[src/rtl/fb_pkg.sv]
// Shared types and register encodings for the scan-out block.
// Assumes 32-bit registers and byte addresses.
package fb_pkg;
    localparam int REG_W    = 32;
    localparam int CTRL_EN  = 0;   // control bit: display enable
    localparam int CTRL_ROT = 1;   // control bit: half-turn rotation
    localparam logic SEL_BASE = 1'b0;
    localparam logic SEL_CTRL = 1'b1;

    typedef struct packed {
        logic             en;
        logic             rot;
        logic [REG_W-1:0] base;
    } fb_cfg_t;
endpackage

[src/rtl/fb_cfg_regs.sv]
// Shadow and active copies of the base and control registers.
// A write lands in the shadow copy. The active copy follows it only on load,
// which is the frame start. Only the top BASE_KEEP base bits are stored.
module fb_cfg_regs
    import fb_pkg::*;
#(
    parameter int BASE_KEEP = 11
) (
    input  logic             clk,
    input  logic             rst_n,
    input  logic             wr_en,
    input  logic             wr_sel,
    input  logic [REG_W-1:0] wr_data,
    input  logic             load,
    output fb_cfg_t          shadow,
    output fb_cfg_t          active
);
    localparam int LOW_W = REG_W - BASE_KEEP;

    fb_cfg_t shadow_q;
    fb_cfg_t active_q;
    logic    unused_bits;

    // Capture software writes into the shadow copy.
    always_ff @(posedge clk) begin
        if (!rst_n) begin
            shadow_q <= '0;
        end else if (wr_en) begin
            if (wr_sel == SEL_CTRL) begin
                shadow_q.en  <= wr_data[CTRL_EN];
                shadow_q.rot <= wr_data[CTRL_ROT];
            end else begin
                shadow_q.base <= {wr_data[REG_W-1 -: BASE_KEEP], LOW_W'(0)};
            end
        end
    end

    // Move the shadow copy into use at frame start.
    always_ff @(posedge clk) begin
        if (!rst_n)    active_q <= '0;
        else if (load) active_q <= shadow_q;
    end

    assign unused_bits = ^wr_data[LOW_W-1:2];
    assign shadow      = shadow_q;
    assign active      = active_q;

    assert_cfg_hold_R2: assert property (@(posedge clk) disable iff (!rst_n)
        !load |=> $stable(active_q));
endmodule

[src/rtl/fb_raster.sv]
// Raster position counter over the visible area.
// Counts forward from the top-left or backward from the bottom-right.
// Holds at the final pixel and never leaves the visible area.
module fb_raster #(
    parameter int H_PIX  = 640,
    parameter int V_ROWS = 480,
    localparam int COL_W = $clog2(H_PIX),
    localparam int ROW_W = $clog2(V_ROWS)
) (
    input  logic             clk,
    input  logic             rst_n,
    input  logic             restart,
    input  logic             rot_restart,
    input  logic             rot_run,
    input  logic             step,
    output logic [COL_W-1:0] col,
    output logic [ROW_W-1:0] row,
    output logic             last
);
    localparam logic [COL_W-1:0] COL_MAX = COL_W'(H_PIX - 1);
    localparam logic [ROW_W-1:0] ROW_MAX = ROW_W'(V_ROWS - 1);

    logic [COL_W-1:0] col_q;
    logic [ROW_W-1:0] row_q;

    // Move to the start corner on restart, then step one pixel at a time.
    always_ff @(posedge clk) begin
        if (!rst_n) begin
            col_q <= '0;
            row_q <= '0;
        end else if (restart) begin
            col_q <= rot_restart ? COL_MAX : '0;
            row_q <= rot_restart ? ROW_MAX : '0;
        end else if (step && !last) begin
            if (!rot_run) begin
                if (col_q == COL_MAX) begin
                    col_q <= '0;
                    row_q <= row_q + ROW_W'(1);
                end else begin
                    col_q <= col_q + COL_W'(1);
                end
            end else begin
                if (col_q == '0) begin
                    col_q <= COL_MAX;
                    row_q <= row_q - ROW_W'(1);
                end else begin
                    col_q <= col_q - COL_W'(1);
                end
            end
        end
    end

    assign last = rot_run ? (row_q == '0 && col_q == '0)
                          : (row_q == ROW_MAX && col_q == COL_MAX);
    assign col  = col_q;
    assign row  = row_q;

    assert_in_visible_R4: assert property (@(posedge clk) disable iff (!rst_n)
        (col_q <= COL_MAX) && (row_q <= ROW_MAX));
endmodule

[src/rtl/fb_pixel_path.sv]
// Fetch control and pixel hold for the scan-out block.
// Keeps at most one read outstanding and a one-word buffer. A pixel strobe
// moves the buffered word to the outputs, or flags an underrun if none is there.
// A read that is still outstanding at frame start is marked stale, and its
// response is dropped.
module fb_pixel_path #(
    parameter int DATA_W = 32
) (
    input  logic              clk,
    input  logic              rst_n,
    input  logic              frame_go,
    input  logic              en_next,
    input  logic              en,
    input  logic              adv,
    input  logic              last_pix,
    input  logic              rsp_valid,
    input  logic [DATA_W-1:0] rsp_data,
    output logic              req,
    output logic              step,
    output logic [7:0]        pix_r,
    output logic [7:0]        pix_g,
    output logic [7:0]        pix_b,
    output logic              underrun
);
    localparam int CHANS = 3;

    logic        want_q, pend_q, stale_q, done_q, buf_v_q, under_q;
    logic [23:0] buf_q, pix_q;
    logic        pend_n, consume;
    logic [7:0]  chan [CHANS];
    logic        unused_top;

    assign req     = en && want_q && !pend_q;
    assign pend_n  = (pend_q && !rsp_valid) || req;
    assign consume = adv && en && !done_q && buf_v_q && !frame_go;
    assign step    = consume;

    // Track requests, responses and pixel consumption for one frame.
    always_ff @(posedge clk) begin
        if (!rst_n) begin
            want_q  <= 1'b0;
            pend_q  <= 1'b0;
            stale_q <= 1'b0;
            done_q  <= 1'b0;
            buf_v_q <= 1'b0;
            under_q <= 1'b0;
            buf_q   <= '0;
            pix_q   <= '0;
        end else if (frame_go) begin
            want_q  <= en_next;
            pend_q  <= pend_n;
            stale_q <= pend_n;
            done_q  <= 1'b0;
            buf_v_q <= 1'b0;
            under_q <= 1'b0;
            pix_q   <= '0;
        end else begin
            pend_q <= pend_n;
            if (rsp_valid && stale_q) stale_q <= 1'b0;
            if (req) want_q <= 1'b0;
            if (consume) begin
                pix_q   <= buf_q;
                buf_v_q <= 1'b0;
                if (last_pix) done_q <= 1'b1;
                else          want_q <= 1'b1;
            end else if (rsp_valid && !stale_q && en) begin
                buf_v_q <= 1'b1;
                buf_q   <= rsp_data[23:0];
            end
            if (adv && en && !done_q && !buf_v_q) under_q <= 1'b1;
        end
    end

    // Split the held word into its colour channels, black while disabled.
    for (genvar c = 0; c < CHANS; c++) begin : g_chan
        assign chan[c] = en ? pix_q[8*c +: 8] : 8'h00;
    end

    assign pix_b      = chan[0];
    assign pix_g      = chan[1];
    assign pix_r      = chan[2];
    assign underrun   = under_q;
    assign unused_top = ^rsp_data[DATA_W-1:24];

    assert_req_pulse_R7: assert property (@(posedge clk) disable iff (!rst_n)
        req |=> !req);
    assert_underrun_cause_R8: assert property (@(posedge clk) disable iff (!rst_n)
        $rose(under_q) |-> ($past(adv) && !$past(buf_v_q)));
    assert_pixel_hold_R6: assert property (@(posedge clk) disable iff (!rst_n)
        (!adv && !frame_go) |=> $stable(pix_q));
endmodule

[src/rtl/fb_scanout.sv]
// Framebuffer scan-out address generator, top level.
// Assumes: frame_start and pix_adv are one-cycle pulses from an outside timing
// source, memory answers each read with exactly one rd_valid at least one
// cycle later, and H_PIX <= ROW_WORDS with ROW_WORDS a power of two.
module fb_scanout
    import fb_pkg::*;
#(
    parameter int H_PIX     = 640,
    parameter int V_ROWS    = 480,
    parameter int ROW_WORDS = 1024,
    parameter int BASE_KEEP = 11
) (
    input  logic        clk,
    input  logic        rst_n,
    input  logic        reg_we,
    input  logic        reg_sel,
    input  logic [31:0] reg_wdata,
    input  logic        frame_start,
    input  logic        pix_adv,
    output logic        rd_req,
    output logic [31:0] rd_addr,
    input  logic        rd_valid,
    input  logic [31:0] rd_data,
    output logic [7:0]  red,
    output logic [7:0]  green,
    output logic [7:0]  blue,
    output logic        underrun
);
    localparam int COL_W = $clog2(H_PIX);
    localparam int ROW_W = $clog2(V_ROWS);
    localparam int STR_W = $clog2(ROW_WORDS);
    localparam int OFF_W = ROW_W + STR_W;

    fb_cfg_t          cfg_sh, cfg_act;
    logic [COL_W-1:0] col;
    logic [ROW_W-1:0] row;
    logic             last_pix, step;
    logic [OFF_W-1:0] word_off;

    fb_cfg_regs #(.BASE_KEEP(BASE_KEEP)) u_regs (
        .clk(clk), .rst_n(rst_n), .wr_en(reg_we), .wr_sel(reg_sel),
        .wr_data(reg_wdata), .load(frame_start),
        .shadow(cfg_sh), .active(cfg_act)
    );

    fb_raster #(.H_PIX(H_PIX), .V_ROWS(V_ROWS)) u_raster (
        .clk(clk), .rst_n(rst_n), .restart(frame_start),
        .rot_restart(cfg_sh.rot), .rot_run(cfg_act.rot), .step(step),
        .col(col), .row(row), .last(last_pix)
    );

    fb_pixel_path #(.DATA_W(REG_W)) u_pix (
        .clk(clk), .rst_n(rst_n), .frame_go(frame_start),
        .en_next(cfg_sh.en), .en(cfg_act.en), .adv(pix_adv),
        .last_pix(last_pix), .rsp_valid(rd_valid), .rsp_data(rd_data),
        .req(rd_req), .step(step),
        .pix_r(red), .pix_g(green), .pix_b(blue), .underrun(underrun)
    );

    // Word offset inside the frame: row times the pitch, plus the column.
    assign word_off = (OFF_W'(row) << STR_W) | OFF_W'(col);
    assign rd_addr  = cfg_act.base + (REG_W'(word_off) << 2);

    assert_addr_window_R3: assert property (@(posedge clk) disable iff (!rst_n)
        rd_req |-> (rd_addr[REG_W-1 -: BASE_KEEP] == cfg_act.base[REG_W-1 -: BASE_KEEP]));
endmodule

[config.mk]
export PLATFORM = sky130hd
export DESIGN_NAME = fb_scanout
export DESIGN_NICKNAME = d
export VERILOG_FILES = /design/src/rtl/fb_pkg.sv /design/src/rtl/fb_cfg_regs.sv /design/src/rtl/fb_raster.sv /design/src/rtl/fb_pixel_path.sv /design/src/rtl/fb_scanout.sv
export SDC_FILE = /design/constraint.sdc
export NUM_CORES = 1
export LEC_CHECK = 0
export BUFFER_PORTS_ARGS = -buffer_cell sky130_fd_sc_hd__buf_2
export CORE_MARGIN = 2
export CORE_UTILIZATION = 50
export CTS_CLUSTER_SIZE = 25
export DETAILED_ROUTE_END_ITERATION = 7
export GPL_TIMING_DRIVEN = 0
export PLACE_DENSITY = 0.79
export SYNTH_ARGS = -nofsm -noshare
export SYNTH_HDL_FRONTEND = slang
export SYNTH_SLANG_ARGS = --single-unit
[constraint.sdc]
create_clock -name clk -period 2.6 [get_ports clk]
set_clock_uncertainty 0.05 [all_clocks]
set_input_delay 0.13 -clock clk [delete_from_list [all_inputs] [get_ports clk]]
set_output_delay 0.13 -clock clk [all_outputs]
set_load 0.01 [all_outputs]
==> Yosys cells after proc, flatten, opt, wreduce, memory -nomap -nowiden <==
Cells that the tools add are included.
{ "classes": {"n_eq_ne": 3, "muxes": 22, "div_mod_pow": 0, "bitwise_logic": 5, "order_cmp": 0, "add_sub_neg": 5, "multipliers": 0, "n_reduce_logical": 34, "shift": 0} }
{ "op_table": {"columns": ["cell", "count"], "rows": [
  ["$mux W10", 6],
  ["$mux W9", 6],
  ["$add A32 B21 Y32", 1],
  ["$mux W8", 3],
  ["$or A19 B10 Y19", 1],
  ["$logic_and A1 B1 Y1", 14],
  ["$add A10 B1 Y10 const B", 1],
  ["$eq A10 B10 Y1 const B", 1],
  ["$logic_not A10 Y1", 1],
  ["$sub A10 B1 Y10 const B", 1],
  ["$add A9 B1 Y9 const B", 1],
  ["$eq A9 B9 Y1 const B", 1],
  ["$logic_not A9 Y1", 1],
  ["$sub A9 B1 Y9 const B", 1],
  ["$logic_not A1 Y1", 7],
  ["$mux W1", 7],
  ["$reduce_and A2 Y1", 3],
  ["$reduce_and A3 Y1", 2],
  ["$not A1 Y1", 4],
  ["$reduce_bool A2 Y1", 2],
  ["$ne A3 B2 Y1 const B", 1],
  ["$reduce_bool A3 Y1", 1],
  ["$reduce_or A3 Y1", 1],
  ["$reduce_or A2 Y1", 1],
  ["$logic_or A1 B1 Y1", 1]
]} }
{ "word_totals": {"ram_bits": 0, "n_memories": 0, "regBits": 99, "latchBits": 0, "input_bits": 71, "romBits": 0} }

==> Logic depth before layout (Yosys ltp) <==
Gate-level depths: netlist (run 1).
{ "logic_depth": {"depth_word": 7, "ltp_mapped": 10, "ltp_nobuf": 8} }

==> By module <==
Synthesis (run 1) repeated with hierarchy kept, for this count alone.
{ "unflattened": {"hier_cells": 796, "hier_area_um2": 6588.8} }
{ "modules_own_cells": {"columns": ["mod", "instances", "area_per_inst_um2", "cells_each"], "rows": [
  ["fb_pixel_path", 1, 2205.9, 264],
  ["fb_raster", 1, 1651.6, 205],
  ["fb_cfg_regs", 1, 1370.1, 143],
  ["fb_scanout", 1, 1361.3, 184]
]} }

==> Worst setup path before layout (run 1) <==
Ideal clock, no wire load.
{ "synth_timing": {"kind": "flip-flop to flip-flop", "start": "register u_raster.col_q[0], in the netlist u_raster.col[0]", "end": "register u_raster.row_q[2], in the netlist u_raster.row[2]", "stages_incl_launch_ff": 10, "arrival_time_ps": 2142, "n_path_buf": 2, "synth_period_minus_slack_ps": 2312, "required_ps": 2430, "setup_ps": 120, "path_slack_ps": 288, "path_cell_list": "dfxtp_1 inv_1 ha_1 clkbuf_1 nand4_4 a2bb2o_1 buf_4 o31ai_4 nor2_1 o31a_1"} }
{ "synth_via": {"elab_chain_cells": 7, "word_cells_on_any_way": 11, "cone_classes": "eq/ne (2); mux (1); reduce/logical (8)"} }
{ "synth_lines": {"columns": ["element", "line_no", "text"], "rows": [
  ["start, declared", "fb_raster.sv:23", "logic [COL_W-1:0] col_q;"],
  ["start signal, assigned", "fb_raster.sv:32", "col_q <= rot_restart ? COL_MAX : '0;"],
  ["start signal, assigned", "fb_raster.sv:40", "col_q <= col_q + COL_W'(1);"],
  ["start signal, assigned", "fb_raster.sv:47", "col_q <= col_q - COL_W'(1);"],
  ["$eq A10 B10 Y1 / $logic_not A10 Y1 (equally long branches)", null, null],
  ["$logic_and A1 B1 Y1, on equally long branches", "fb_raster.sv:54, fb_raster.sv:53", null],
  ["$mux W1", "fb_raster.sv:53", "assign last = rot_run ? (row_q == '0 && col_q == '0)"],
  ["$logic_not A1 Y1", "fb_raster.sv:34", "end else if (step && !last) begin"],
  ["$logic_and A1 B1 Y1", "fb_raster.sv:34", null],
  ["$reduce_bool A2 Y1 (no line)", null, null],
  ["$reduce_and A3 Y1 (no line) (*)", null, null],
  ["end signal, assigned", "fb_raster.sv:33", "row_q <= rot_restart ? ROW_MAX : '0;"],
  ["end signal, assigned", "fb_raster.sv:38", "row_q <= row_q + ROW_W'(1);"],
  ["end signal, assigned", "fb_raster.sv:45", "row_q <= row_q - ROW_W'(1);"],
  ["end, declared", "fb_raster.sv:24", "logic [ROW_W-1:0] row_q;"]
]} }
Every way passes the cells marked *; elsewhere a longest branch is shown, timed or not.
A chain may end at the register's enable or synchronous reset.

==> Worst setup path in the final report (run 1) <==
{ "layout_timing": {"start": "register u_raster.col_q[1], in the netlist u_raster.col[1]", "end": "register u_raster.row_q[2], in the netlist u_raster.row[2]"} }
Same word-level chain as after synthesis.

==> results of run 1 <==
## metal layers
metal	up-vias	share of wire [%]
met5	-	0
met4	0	2.8
li1	2299	-
met2	172	48
met3	36	5.4
met1	2197	43
## cell families after synthesis
family                     count (synthesis)
and+or+nand+nor                          253
muxes                                     13
adders and majority gates                 10
buffers and inverters                     58
xor gates and xnor gates                   9
other                                      1
AOI/OAI and AO/OA                        141
DFF                                       99
## layout make-up
class / count / area (sq um)
Timing Repair Buffer: 134 / 848
Clock inverter: 6 / 71.3
Fill cell: 769 / 3240
Sequential cell: 99 / 1980
Multi-Input combinational cell: 428 / 2580
Tap cell: 129 / 161
Clock buffer: 10 / 138
Buffer: 43 / 206
Inverter: 15 / 57.6
## path summary, 6_finish.rpt
path / startpoint / end
hold / removal: reg_sel / u_regs.shadow[32]$_SDFFE_PN0P_
hold reg to reg: u_pix.pix_q[10]$_SDFFE_PP0P_ / u_pix.pix_q[10]$_SDFFE_PP0P_
setup / recovery: u_raster.col[1]$_SDFFE_PN0P_ / u_raster.row[2]$_SDFFE_PN0P_
setup reg to reg: u_raster.col[1]$_SDFFE_PN0P_ / u_raster.row[2]$_SDFFE_PN0P_
## cells in the final DEF, fill, tap and decap left out, types with 3 or more instances in the layout
cell type,instances
and2_1,27
dfxtp_1,98
ha_1,9
a41oi_1,3
nor3_1,7
clkbuf_1,22
nand2_1,138
nor4_1,6
nand2b_1,4
buf_6,3
a211oi_1,6
a31oi_1,4
a21boi_0,41
nand4_1,7
nor2_1,15
nand3_1,9
buf_2,106
o211ai_1,7
buf_4,4
buf_1,6
nor2b_1,17
o21ai_1,6
mux2i_1,13
a21oi_1,37
xnor2_1,8
clkbuf_8,10
dlygate4sd3_1,35
inv_1,14
o211a_1,4
o21ai_0,12
## flip-flops by register name, indices dropped and copies added, names as in the netlist, 9 cells and up
| signal | count |
|---|---|
| u_regs.active | 13 |
| u_pix.pix_q | 24 |
| u_regs.shadow | 13 |
| u_raster.row | 9 |
| u_raster.col | 10 |
| u_pix.buf_q | 24 |
## power by group through the flow
stage / Clock, mW / Combinational, mW / Sequential, mW
after floorplan: 0 / 0.179 / 1.61
after global placement: 0 / 0.279 / 1.61
after detailed placement: 0 / 0.287 / 1.61
after CTS: 1.06 / 0.330 / 1.58
after global routing: 1.13 / 0.366 / 1.58
final: 1.06 / 0.337 / 1.58
## worst reg2reg max path, stage by stage (launching register included)
cell and delay, ps:
dfxtp_1 520, inv_1 80, ha_1 180, clkbuf_1 210
nand4_4 200, a2bb2o_1 300, buf_4 170, o31ai_4 170
buf_4 200, nor2_1 50, o31a_1 260
## through the flow
stage	setup WS (ps)	power (mW)	std cells	TNS (ps)
after CTS	59.6	2.97	863	0
after global placement	29.8	1.89	812	0
after detailed placement	-2.88	1.90	812	-2.88
after global routing	6.16	3.07	864	0
final	96.6	2.97	864	0
after floorplan	288	1.79	585	0
## repair_timing
action / in CTS / in global routing
endpoints found under the hold margin: 35 / 0
hold buffers: 35 / 0
pin swaps: 0 / 1
resized for setup: 2 / 3
setup buffers: 0 / 1
endpoints found under the setup margin: 3 / 13
==> flow_summary_export.csv, run 1 <==
group,metric,value,unit
clock_network,cts.clk_slew.worst_paths,100,ps
critical_path,crit_cells,10,
synthesis,yosys.cell_types.count,66,
clock_network,cts.sinks,99,
critical_path,r2r_cells,10,
floorplanning,rows,35,
synthesis,synth_adder_area_share,2.75,%
critical_path,cpMostUsedCell,"buf_4",
finish,final_util,65.1,%
finish,final_nets,811,
place,io_buffers,98,
finish,fin_area,0.00605,sq mm
sta,worst_pin_slew,794,ps
pwr,vdd_drop_max,0.000323,V
critical_path,cp_data_required_time,2820,ps
run,drv_cap,0,
floorplanning,dieHeight,102,um
finish,n_antenna_cell,0,
route,dr.pass1.iters,5,
floorplanning,core,0.00928,sq mm
floorplanning,ioPinCount,129,
synthesis,synthArstFlopShare,0,%
route,drt_iter0_drc,236,
pwr,switching_power,0.782,mW
sta,period_needed,2500,ps
sta,fmax,399,MHz
pwr,internal-power,2.19,mW
synthesis,synth_compound_area_share,20.2,%
route,wire_per_inst,14.9,um
place,place_area,0.00547,sq mm
route,drc,0,
clock_network,cts_buffers,9,
worst_hold_path,hold_depth,3,
critical_path,ff2ff_setup_slack,100,ps
synthesis,synth_commonest_cells,"138 x nand2_1, 99 x dfxtp_1, 41 x a21boi_0",
sta,slew_viol_final,0,
sta,hold_slack,16.7,ps
critical_path,cp_max_fo,9,
critical_path,worst-path-buf-inv,4,
route,wirelength,12900,um
critical_path,criticalPathCategory,"register to register",
route,vias_per_cell,5.44,
synthesis,synth_mux_area_share,2.70,%
finish,layout-drive-gt1-share,19.6,%
route,num_vias,4704,
floorplanning,initial_core_util,51.9,%
synthesis,synth_area,0.00482,sq mm
critical_path,crit_arrival,2720,ps
critical_path,critical_path.top_delay_family,"compound AO/OA/AOI/OAI gates",
synthesis,synth-edff-count,0,
synthesis,synthFlopType,"dfxtp_1",
synthesis,synth_top_area_share,41.2,%
pwr,p_comb_share,11.3,%
synthesis,synth_top_family_by_area,"simple AND/OR/NAND/NOR gates",
pwr,p_leak,2.46,nW
floorplanning,dieWidth,102,um
critical_path,cp-start-kind,"register",
global_route,grt_overflow_total,0,
sta,finalCritPeriodShare,96.3,%
global_route,grt_pass1_wl,20600,um
clock_network,clockBufferDepth,2,
synthesis,yosysSeqAreaShare,41.2,%
pwr,power.share.switching,26.3,%
critical_path,max_stage_delay,520,ps
synthesis,synth-seq-cells,99,
global_route,track_usage,24.9,%
global_route,grt-busiest-layer,"met2",
worst_hold_path,hold_path.class,"primary input to register",
synthesis,synth_simple_gate_area_share,26.1,%
global_route,grt_max_degree,18,
global_route,grt_antenna_before_repair,0,
sta,relSlewSlack,46.7,%
sta,setup_viol,0,
clock_network,root_buffer,"clkbuf_8",
global_route,use_met2,41.1,%
clock_network,htree_levels,3,
pwr,p_per_area,491,mW/mm^2
synthesis,avgSynthCellArea,8.25,sq um
global_route,grtUsageMet1,31.9,%
route,ant_nets,0,
run_status,status,"finished clean",
synthesis,ys_warn_count,0,
critical_path,slowest_stage,"dfxtp_1",
sta,rsz0062_at_grt,"false",
place,place.gp.congestion,0.907,
critical_path,crit_path_end_kind,"register",
critical_path,path_cells,"inv_1 -> ha_1 -> clkbuf_1 -> nand4_4 -> a2bb2o_1 -> buf_4 -> o31ai_4 -> buf_4 -> nor2_1 -> o31a_1",
pwr,pwr-share-seq,53.1,%
clock_network,clk_latency,360,ps
floorplanning,die_area,0.0104,sq mm
sta,timing_hold_violations_final,0,
clock_network,cts_tree,"done",
synthesis,netlist_instances,584,
pwr,power.clock.fraction,35.6,%
synthesis,synthTopCellsByArea,"dfxtp_1 41%, nand2_1 11%, a21boi_0 6.4%, a21oi_1 3.8%, and2_1 3.5%",
place,hpwl,8880,um
finish,area_delta_synth_final,25.6,%
synthesis,synth.most_common_cell,"nand2_1",
global_route,met3_usage,4.51,%
synthesis,synth-xor-area-share,1.64,%
global_route,grt_pass1_vias,4441,
synthesis,yosysTopAreaCell,"dfxtp_1",
(Power assumes the default switching activity.)
==> inputs of run 2 (changes only) <==
--- a/config.mk
+++ b/config.mk
@@ -10,7 +10,6 @@
 export CORE_UTILIZATION = 50
 export CTS_CLUSTER_SIZE = 25
 export DETAILED_ROUTE_END_ITERATION = 7
-export GPL_TIMING_DRIVEN = 0
 export PLACE_DENSITY = 0.79
 export SYNTH_ARGS = -nofsm -noshare
 export SYNTH_HDL_FRONTEND = slang
==> run 2 against run 1 <==
Net effect: hold slack gained 5.6 ps; non-clock buffer count shrank 26; register-to-register slack gained 120 ps; clock power shrank 6%; total power shrank 2.5%; cell area shrank 1.4%; first-iteration DRC count shrank 19%; critical path type unchanged; largest cell class unchanged.
==> flow_summary_export.csv, run 2 (synthesis gave the netlist of run 1 again) <==
group,metric,value,unit
run_status,status,"finished clean",
clock_network,cts.clk_slew.worst_paths,110,ps
floorplanning,die_area,0.0104,sq mm
route,wire_per_inst,14.3,um
finish,instances_no_fill,838,
sta,finalSetupTns,0,ps
route,drt_iter0_drc,191,
global_route,grt_pass1_wl,20000,um
route,num_vias,4533,
finish,layout-drive-gt1-share,20.3,%
sta,relSlewSlack,41.1,%
route,ant_nets,0,
critical_path,cp-start-kind,"register",
floorplanning,dieHeight,102,um
critical_path,regToRegStartpoint,"u_raster.col[1]$_SDFFE_PN0P_",
critical_path,r2r_cells,8,
floorplanning,dieWidth,102,um
finish,largestRegisters,"u_pix.buf_q (24), u_pix.pix_q (24)",
place,hpwl,8010,um
floorplanning,core,0.00928,sq mm
run,drv_cap,0,
sta,setup_viol,0,
global_route,grt_antenna_before_repair,0,
sta,finalCritPeriodShare,91.9,%
clock_network,clk_latency,370,ps
place,io_buffers,99,
sta,worst_pin_slew,883,ps
critical_path,crit_path_end_kind,"register",
floorplanning,ioPinCount,129,
critical_path,cp_max_fo,16,
pwr,p_per_area,486,mW/mm^2
sta,worst_slack,212,ps
sta,timing_hold_violations_final,0,
finish,area_delta_synth_final,23.8,%
sta,fmax,419,MHz
critical_path,cp-startpoint,"u_raster.col[1]$_SDFFE_PN0P_",
route,wirelength,12000,um
place,place_inst,785,
global_route,grt_pass1_vias,4401,
global_route,track_usage,23.8,%
clock_network,cts.sinks,99,
sta,hold_slack,22.3,ps
global_route,grt_max_degree,41,
finish,n_antenna_cell,0,
pwr,p_total,2.90,mW
clock_network,cts_tree,"done",
critical_path,critPathCapture,"u_raster.row[3]$_SDFFE_PN0P_",
worst_hold_path,hold_path.class,"primary input to register",
sta,period_needed,2390,ps
pwr,p_leak,2.42,nW
sta,slew_viol_final,0,
finish,layout_common_cells,"138 x nand2_1, 99 x buf_2, 98 x dfxtp_1, 41 x a21boi_0",
clock_network,root_buffer,"clkbuf_8",
floorplanning,rows,35,
place,pre_cts_ws,164,ps
critical_path,criticalPathCategory,"register to register",
finish,mostFrequentLayoutCell,"nand2_1",
finish,final_nets,785,
worst_hold_path,hold_start,"reg_sel",
route,drc,0,
global_route,grt_overflow_total,0,
critical_path,ff2ff_setup_slack,210,ps
route,dr.pass1.iters,4,
route,vias_per_cell,5.41,
critical_path,reg2reg_to,"u_raster.row[3]$_SDFFE_PN0P_",
clock_network,htree_levels,3,
clock_network,clockBufferDepth,2,
sta,rsz0062_at_grt,"false",
critical_path,crit_arrival,2610,ps
critical_path,cp_data_required_time,2830,ps
clock_network,cts_buffers,9,
pwr,vdd_drop_max,0.000374,V
place,place.gp.congestion,0.955,
clock_network,post_cts_buffers,0,
floorplanning,initial_core_util,51.9,%
run 2: changes by cell type in the layout (fill, tap and decap cells not counted), sizes merged:
cell         change
buf              -5
clkinv           +1
bufinv           -1
inv              +1
clkbuf          -24
dlygate4sd3      +2
run 2: how the worst min path moves through the flow:
stage / depth (start not counted) / end / slack (ps)
after global placement: 3 / u_pix.buf_q[16]$_SDFFE_PN0P_ / 330
after global routing: 3 / u_regs.shadow[33]$_SDFFE_PN0P_ / 40
after detailed placement: 3 / u_pix.buf_q[14]$_SDFFE_PN0P_ / 340
final: 3 / u_regs.shadow[33]$_SDFFE_PN0P_ / 20
after CTS: 3 / u_regs.shadow[33]$_SDFFE_PN0P_ / 20
after floorplan: 2 / u_pix.buf_q[0]$_SDFFE_PN0P_ / 220
run 2: worst max-delay path, cell delays in order (launching register included):
cell and delay, ps:
dfxtp_1 510, ha_1 300, nand4_1 210, nor4_4 310, o21ba_4 210, o31ai_4 180, buf_4 250, o311ai_1 120
o211a_1 150
run 2: stage by stage:
step | instance area [sq um] | utilization (%)
2_1_floorplan | 4820 | -
3_3_place_gp | 5390 | 58.0
3_5_place_dp | 5390 | 58.0
4_1_cts | 5960 | 64.2
5_1_grt | 5960 | 64.2
6_report | 5960 | 64.2
run 2: cell type report:
cell class | instances | area (sq um)
fill | 786 | 3320
clock inverter | 7 | 77.6
inverter | 15 | 56.3
multi-input combinational | 428 | 2580
clock buffer | 9 | 124
timing repair buffer | 151 | 978
tap | 129 | 161
sequential | 99 | 1980
run 2: report_power, final:
part           internal [mW]  switching [mW]  leakage [nW]  total (mW)
clock                  0.385           0.610         0.100       0.995
sequential              1.55          0.0335         0.802        1.58
combinational          0.158           0.165          1.52       0.323
total                   2.09           0.809          2.42        2.90
run 2: repair_timing:
action / CTS / global route
resized for setup: 0 / 2
hold endpoints to repair: 37 / 0
hold buffers: 37 / 0
endpoints found under the setup margin: 0 / 6
run 2: layer usage:
metal / GRT usage, % / wire length [um] / part of all wire, % / vias to the layer above
li1: - / - / - / 2243
met1: 29.6 / 5070 / 42 / 2137
met2: 40.7 / 6010 / 50 / 135
met3: 5.34 / 685 / 5.7 / 18
met4: 8.00 / 210 / 1.8 / 0
met5: 0 / 0 / 0 / -
